<file path="config.mk">
export PLATFORM = sky130hd
export DESIGN_NAME = ksv_msg_fmt
export DESIGN_NICKNAME = d
export VERILOG_FILES = /design/src/rtl/ksv_msg_fmt.sv
export SDC_FILE = /design/constraint.sdc
export NUM_CORES = 1
export LEC_CHECK = 0
export BUFFER_PORTS_ARGS = -buffer_cell sky130_fd_sc_hd__buf_2
export CAP_MARGIN = 20
export CORE_ASPECT_RATIO = 1.5
export CORE_MARGIN = 5
export CORE_UTILIZATION = 35
export DETAILED_ROUTE_END_ITERATION = 8
export PLACE_DENSITY_LB_ADDON = 0.15
export SYNTH_ARGS = -nofsm -noshare
export SYNTH_HDL_FRONTEND = slang
export SYNTH_SLANG_ARGS = --single-unit
</file>
<file path="constraint.sdc">
create_clock -name clk -period 3.75 [get_ports clk]
set_input_delay 0.375 -clock clk [delete_from_list [all_inputs] [get_ports clk]]
set_output_delay 0.375 -clock clk [all_outputs]
set_load 0.05 [all_outputs]
</file>
<file path="src/rtl/ksv_msg_fmt.sv">
module ksv_msg_fmt #(
  parameter int MAX_DEV = 127,
  localparam int DW = $clog2(MAX_DEV + 1),
  localparam int RW = $clog2(MAX_DEV * 5 + 1)
) (
  input  logic          clk,
  input  logic          rst_n,
  input  logic          start,
  input  logic [DW-1:0] dev_count,
  input  logic [7:0]    stat0,
  input  logic [7:0]    stat1,
  input  logic [7:0]    in_byte,
  input  logic          in_valid,
  output logic          in_ready,
  output logic [31:0]   out_word,
  output logic [2:0]    out_code,
  output logic          out_valid,
  input  logic          out_ready,
  output logic          hash_go,
  input  logic          eng_done,
  input  logic          eng_match,
  output logic          res_valid,
  output logic          res_pass,
  output logic          res_reject
);
  typedef enum logic [2:0] {IDLE, GATHER, SEND, TAIL, PAD, HASH, WAIT} st_t;

  st_t           st;
  logic [31:0]   acc;
  logic [2:0]    nb;
  logic [RW-1:0] rem;
  logic [1:0]    left, tstep;
  logic [3:0]    widx;
  logic [DW-1:0] n_q;
  logic [7:0]    s0, s1;
  logic [31:0]   tail_w, len_w;
  logic [2:0]    tail_c;
  logic          tail_last;

  assign in_ready  = (st == GATHER) && (nb != 3'd4) && (rem != '0);
  assign out_valid = (st == SEND) || (st == TAIL) || (st == PAD);
  assign hash_go   = (st == HASH);
  assign len_w     = 32'(n_q) * 32'd40 + 32'd80;
  assign tail_last = (left == 2'd3) ? (tstep == 2'd3) : (tstep == 2'd2);

  always_comb begin
    tail_w = 32'h0;
    tail_c = 3'd4;
    case ({left, tstep})
      4'b00_00: begin tail_w = {16'h0, s0, s1}; tail_c = 3'd2; end
      4'b00_10: tail_c = 3'd2;
      4'b01_00: begin tail_w = {8'h0, acc[31:24], s0, s1}; tail_c = 3'd1; end
      4'b01_10: tail_c = 3'd3;
      4'b10_00: begin tail_w = {acc[31:16], s0, s1}; tail_c = 3'd0; end
      4'b11_00: begin tail_w = {acc[31:8], s0}; tail_c = 3'd0; end
      4'b11_01: begin tail_w = {24'h0, s1}; tail_c = 3'd3; end
      4'b11_11: tail_c = 3'd1;
      default: ;
    endcase
  end

  always_comb begin
    out_word = 32'h0;
    out_code = 3'd0;
    case (st)
      SEND: out_word = acc;
      TAIL: begin out_word = tail_w; out_code = tail_c; end
      PAD:  out_word = (widx == 4'd15) ? len_w : 32'h0;
      default: ;
    endcase
  end

  always_ff @(posedge clk or negedge rst_n) begin
    if (!rst_n) begin
      st <= IDLE; acc <= '0; nb <= '0; rem <= '0; left <= '0; tstep <= '0;
      widx <= '0; n_q <= '0; s0 <= '0; s1 <= '0;
      res_valid <= 1'b0; res_pass <= 1'b0; res_reject <= 1'b0;
    end else begin
      res_valid <= 1'b0;
      case (st)
        IDLE: if (start) begin
          if (dev_count == '0) begin
            res_valid <= 1'b1; res_pass <= 1'b0; res_reject <= 1'b1;
          end else begin
            n_q <= dev_count; s0 <= stat0; s1 <= stat1;
            rem <= RW'(dev_count) * RW'(5);
            acc <= '0; nb <= '0; widx <= '0; res_reject <= 1'b0;
            st <= GATHER;
          end
        end
        GATHER: begin
          if (nb == 3'd4) st <= SEND;
          else if (rem == '0) begin
            left <= nb[1:0]; tstep <= '0; st <= TAIL;
          end else if (in_valid) begin
            acc[{~nb[1:0], 3'b000} +: 8] <= in_byte;
            nb  <= nb + 3'd1;
            rem <= rem - RW'(1);
          end
        end
        SEND: if (out_ready) begin
          acc <= '0; nb <= '0; widx <= widx + 4'd1; st <= GATHER;
        end
        TAIL: if (out_ready) begin
          widx <= widx + 4'd1; tstep <= tstep + 2'd1;
          if (tail_last) st <= PAD;
        end
        PAD: if (out_ready) begin
          widx <= widx + 4'd1;
          if (widx == 4'd15) st <= HASH;
        end
        HASH: st <= WAIT;
        WAIT: if (eng_done) begin
          res_valid <= 1'b1; res_pass <= eng_match; st <= IDLE;
        end
        default: st <= IDLE;
      endcase
    end
  end


  hold_word_chk: assert property (@(posedge clk) disable iff (!rst_n)
    out_valid && !out_ready |=> out_valid && $stable(out_word) && $stable(out_code));

  one_side_chk: assert property (@(posedge clk) disable iff (!rst_n)
    $onehot0({in_ready, out_valid, hash_go}));

  zero_reject_chk: assert property (@(posedge clk) disable iff (!rst_n)
    (st == IDLE) && start && (dev_count == '0) |=> res_valid && res_reject && !res_pass && !out_valid);

  hash_after_word_chk: assert property (@(posedge clk) disable iff (!rst_n)
    hash_go |-> $past(out_valid && out_ready));

  hash_single_chk: assert property (@(posedge clk) disable iff (!rst_n)
    hash_go |=> !hash_go && !out_valid);

  code_range_chk: assert property (@(posedge clk) disable iff (!rst_n)
    out_valid |-> out_code <= 3'd4);
endmodule

</file>
Word-level counts from Yosys, hierarchy flattened:

Cells that the tools add are included.
Widths: inputs -> output; s select.

* equal/unequal tests: 34
* multipliers: 2
* bitwise operators: 3
* add/subtract/negate cells: 6
* shift operators: 2
* muxes and demuxes: 54
* reduce and logical (&&, ||, !) cells: 28

Operator list (count)
* $mux 32: 6
* $pmux 32 s3: 2
* $pmux 32 s5: 1
* $mux 3: 17
* $mux 10: 5
* $bwmux 32: 1
* $shift 8x7->32 const A: 1
* $shiftx 8x7->32: 1
* $ne 2x2->1 const B: 11
* $pmux 3 s7: 1
* $eq 4x4->1 const B: 5
* $mul 7x3->10 const B: 2
* $pmux 10 s2: 1
* $add 13x7->14 const B: 1
* $mux 14: 1
* $eq 3x3->1 const B: 4
* $mux 4: 3
* $pmux 3 s4: 1
* $reduce_and 4->1: 3
* $logic_not 10->1: 1
* $reduce_bool 10->1: 1
* $sub 10x1->10 const B: 1
* $pmux 3 s3: 1
* $reduce_and 9->1: 1
* 32 further kinds: 57

* bits of input ports: 38
* output and inout bits: 41
* word-level logic and storage cells: 142
* flip-flop bits (word level): 82

Logic depth before layout (Yosys ltp):

* depth after elaboration: 8
* gate-level depth with buffers: 9
* mapped depth without buffers: 8

Least setup slack after synthesis:

No wires, ideal clock.

* path type: register to output
* from: register n_q[1]
* to: output out_word[10]
* cell stages (with the launch flop): 9
* data arrival time: 2823 ps
* setup slack: 552 ps
* path buffers: 0
* required time: 3375 ps
* cells stage by stage: dfrtp_1 ha_1 ha_1 fa_1 a211oi_1 nor2_1 xnor2_1 xor2_1 o22ai_1

* longest elaborated chain between the ends: 4

Ends and longest elaborated chain
* start, declared: line 34 `logic [DW-1:0] n_q;`
* start signal, assigned: line 85 `n_q <= dev_count; s0 <= stat0; s1 <= stat1;`
* $mul 7x3->10: line 43 `assign len_w = 32'(n_q) * 32'd40 + 32'd80;`
* $add 13x7->14: line 43
* $mux 14: line 68 `PAD: out_word = (widx == 4'd15) ? len_w : 32'h0;`
* $pmux 32 s3: line 65 `case (st)`
* end, declared: line 15 `output logic [31:0] out_word,`

Every way passes these cells.

Worst setup path in the final report:

* from: register n_q[1]
* to: output out_word[12]

Same word-level chain as after synthesis.

==> results.txt <==
----------------------------------------------------
[GRT]
  First-pass GRT wire length ... approximately 24000 µm
  Total routing resource utilization after global routing ... between 10% and 20%
  Pin count of the biggest net entering global routing ... 57
  Antenna violations before repair ... 0
  Number of global-route vias before repair ... 4504
  Global route overflow ... 0

[Setup path]
  Worst path bufs/invs ... 1
  Depth of the most critical reg-to-reg path ... 7
  Cell type group with the largest total delay on the critical path ... adder cells
  R2r startpoint ... nb[0]$_DFFE_PN0P_
  Worst setup path class ... register to primary output
  Reg2reg setup slack ... 0.93 ns
  Peak fanout along the critical path ... 5
  Nature of the critical path startpoint ... register
  Slowest cell on the critical path ... dfrtp_1
  Data arrival time of the critical path ... 3.11 ns
  Type of destination of the critical path ... primary output
  Worst reg2reg path endpoint ... acc[3]$_DFFE_PN0P_
  Crit path cell chain ... ha_1, ha_1, fa_1, a211oi_1, nor2_1, xnor2_1, nor2_1, a311o_1, buf_2
  Worst EP required ... 3.38 ns
  Delay contributed by the slowest stage of the critical path ... between 0.4 and 0.5 ns

[Logic synthesis]
  Number of enable-type register cells in the synthesized netlist ... 0
  Post-synthesis instance total ... 562
  Cell type with the largest total area after synthesis ... dfrtp_1
  Top-count cell post-synth ... dfrtp_1
  Async SR Flop Fraction ... 100%
  Top cell type's share of synthesized area ... about two fifths
  Register bit total from synthesis ... just over 80
  Most used flip-flop cell after synthesis ... dfrtp_1
  Post-synthesis cell area ... 5320 µm²
  Number of synthesis warnings ... 0
  Distinct cell type count of the synthesized netlist ... between 60 and 70
  Number of nets produced by synthesis ... about 630
  Leading cell types by count after synthesis ... dfrtp_1, nand2_1, nor2_1, inv_1, mux2i_1
  Syn Area/Cell ... ~9.5 µm²
  Share of synthesized area occupied by flip-flops and latches ... around two fifths
  Cells taking the most area after synthesis ... dfrtp_1, ha_1, mux2i_1

[Finish]
  Fin area ... 6170 µm²
  Share of layout cells above drive strength 1 ... about 22%
  Synthesis-to-finish area growth ... 16.2%
  Finished Layout Cells ... 836
  Final Core Density ... between 40% and 50%
  Number of nets in the layout ... ~700
  Fill cell count ... between 1500 and 2000
  Antenna Cells ... 0

[STA]
  Worst Setup Slack, final ... around 0.26 ns
  Upper clock frequency limit ... roughly 290 MHz
  Final worst clock skew ... 0.0130 ns
  Setup repair after global routing missed its margin ... false
  Final setup violation count ... 0
  Count of final max-slew check failures ... 0
  Setup TNS Final ... 0 ns
  Final hold violation count ... 0
  Final worst-path cycle share ... between 90% and 100%
  Clock period minus final worst setup slack ... ~3.5 ns
  Headroom to the max-slew limit ... about a quarter
  Slew at the pin closest to its max-slew limit ... roughly 1.1 ns

[Power]
  Power Density ... between 800 and 900 nW/µm²
  Highest ir drop seen on vdd ... just over 300 µV
  Leakage power ... roughly 2.9 nW

[CTS]
  Total number of H-tree levels ... 3
  Skew-Pair Late Insertion Delay ... about 0.35 ns
  Number of setup buffers added after CTS ... 0
  Clock tree sinks ... a little over 80
  CTS clk-pin slew, worst paths ... 0.08 ns
  Number of resized instances in the post-cts repair step ... 0
  Cell at the root of the clock tree ... clkbuf_16
  Number of buffers added by the clock tree synthesis step ... 9
  Hold buffer count at cts ... 0
  TritonCTS clock tree ... built
  Number of buffers on the longest clock path ... 2

[Status]
  Status ... finished, final reports clean

[Floorplanning]
  Die span in y ... between 150 and 200 µm
  Floorplan die area ... about 18000 µm²
  Standard-cell row count ... between 50 and 60
  Width of the die ... roughly 110 µm
  Starting density of the core ... between 30 and 40%
  Total core area ... roughly 15000 µm²
  Number of I/O pins ... a little under 80

[Routing]
  DRC violation count after routing ... 0
  Final WL ... about 15000 µm
  Post-DR wirelength/cell ... 17.5 µm
  Number of vias after detailed routing ... 4420
  Number of detailed-routing iterations run before antenna repair ... 4
  Final antenna-violating net count ... 0
  Initial DRC count ... about 180
  Via-per-instance ratio ... 5.29

[Placed design]
  GPL Wtd Cong ... 0.805
  Number of buffers added on ports ... 78
  Worst setup slack after placement ... just over 0.6 ns
  HPWL after DPL ... around 11000 µm
  Post-place instance area ... around 6000 µm²
  Inst Count DP ... between 800 and 900

[Job]
  Max-cap check violation count ... 0

[Worst hold path]
  Worst min-delay path category ... primary input to asynchronous set/reset pin

----------------------------------------------------
==> through the flow <==
step / power, mW / hold slack (ns)
floorplan: 3.72 / 0.0794
detailed placement: 4.39 / 0.493
global route: 5.66 / 0.159
finish: 5.22 / 0.0747
global placement: 4.34 / 0.497
CTS: 5.27 / 0.117
==> kinds of logic (layout without fill, tap and decap cells) <==
group                    after synthesis  in the layout  share of synthesized area (%)
multiplexers                          62             62                           12.3
XOR/XNOR                              12             12                           1.98
adder cells (fa/ha/maj)               34             34                           8.29
AO/OA/AOI/OAI                        123            123                           16.8
AND/OR/NAND/NOR                      179            179                           16.7
buffers and inverters                 70            145                           5.32
flip-flops                            82             82                           38.6
==> sequential cells by signal (all words and copies together), names as in the netlist, 3 cells and up <==
name and cells:
acc 32, rem 10, s0 8, s1 8, n_q 7, widx 4, nb 3, st 3
==> cells in the final DEF, fill, tap and decap left out, types with 9 or more instances in the layout <==
master and count:
dfrtp_1 82, and2_1 10, buf_2 77, a21oi_1 14, nor3_1 13, inv_1 45
a22o_1 11, mux2_2 26, nor2_1 46, and3_1 11, mux2i_1 35, clkbuf_16 9
a211oi_1 9, a22oi_1 13, ha_1 32, o21ai_0 23, nand2_1 58
==> worst max path at each step <==
stage | startpoint | end | cells after the start
final | n_q[1]$_DFFE_PN0P_ | out_word[12] | 9
after global routing | n_q[1]$_DFFE_PN0P_ | out_word[11] | 9
after CTS | n_q[1]$_DFFE_PN0P_ | out_word[12] | 9
after detailed placement | n_q[1]$_DFFE_PN0P_ | out_word[12] | 9
after global placement | n_q[1]$_DFFE_PN0P_ | out_word[11] | 9
after floorplan | n_q[1]$_DFFE_PN0P_ | out_word[10] | 8
==> metal layers <==
layer	part of all wire (%)	global-route usage [%]
met3	3.9	2.79
met5	0	0
met4	1.6	6.33
met2	52	29.5
met1	42	20.1
==> where the power goes <==
part           switching, mW  leakage, nW  total [mW]  internal, mW
Sequential             0.297         1.06        1.46          1.16
Combinational           1.77         1.67        2.90          1.13
Clock                  0.405        0.139       0.866         0.461
Total                   2.47         2.87        5.22          2.75
==> final cells by class <==
class	instances	area, µm²	area share, %
clock buffer	9	225	3.65
clock inverter	7	58.8	0.952
sequential	82	2050	33.2
inverter	45	169	2.74
tap	199	249	4.03
timing repair buffer	84	438	7.09
multi-input combinational	410	2980	48.3
(Power assumes the default switching activity.)
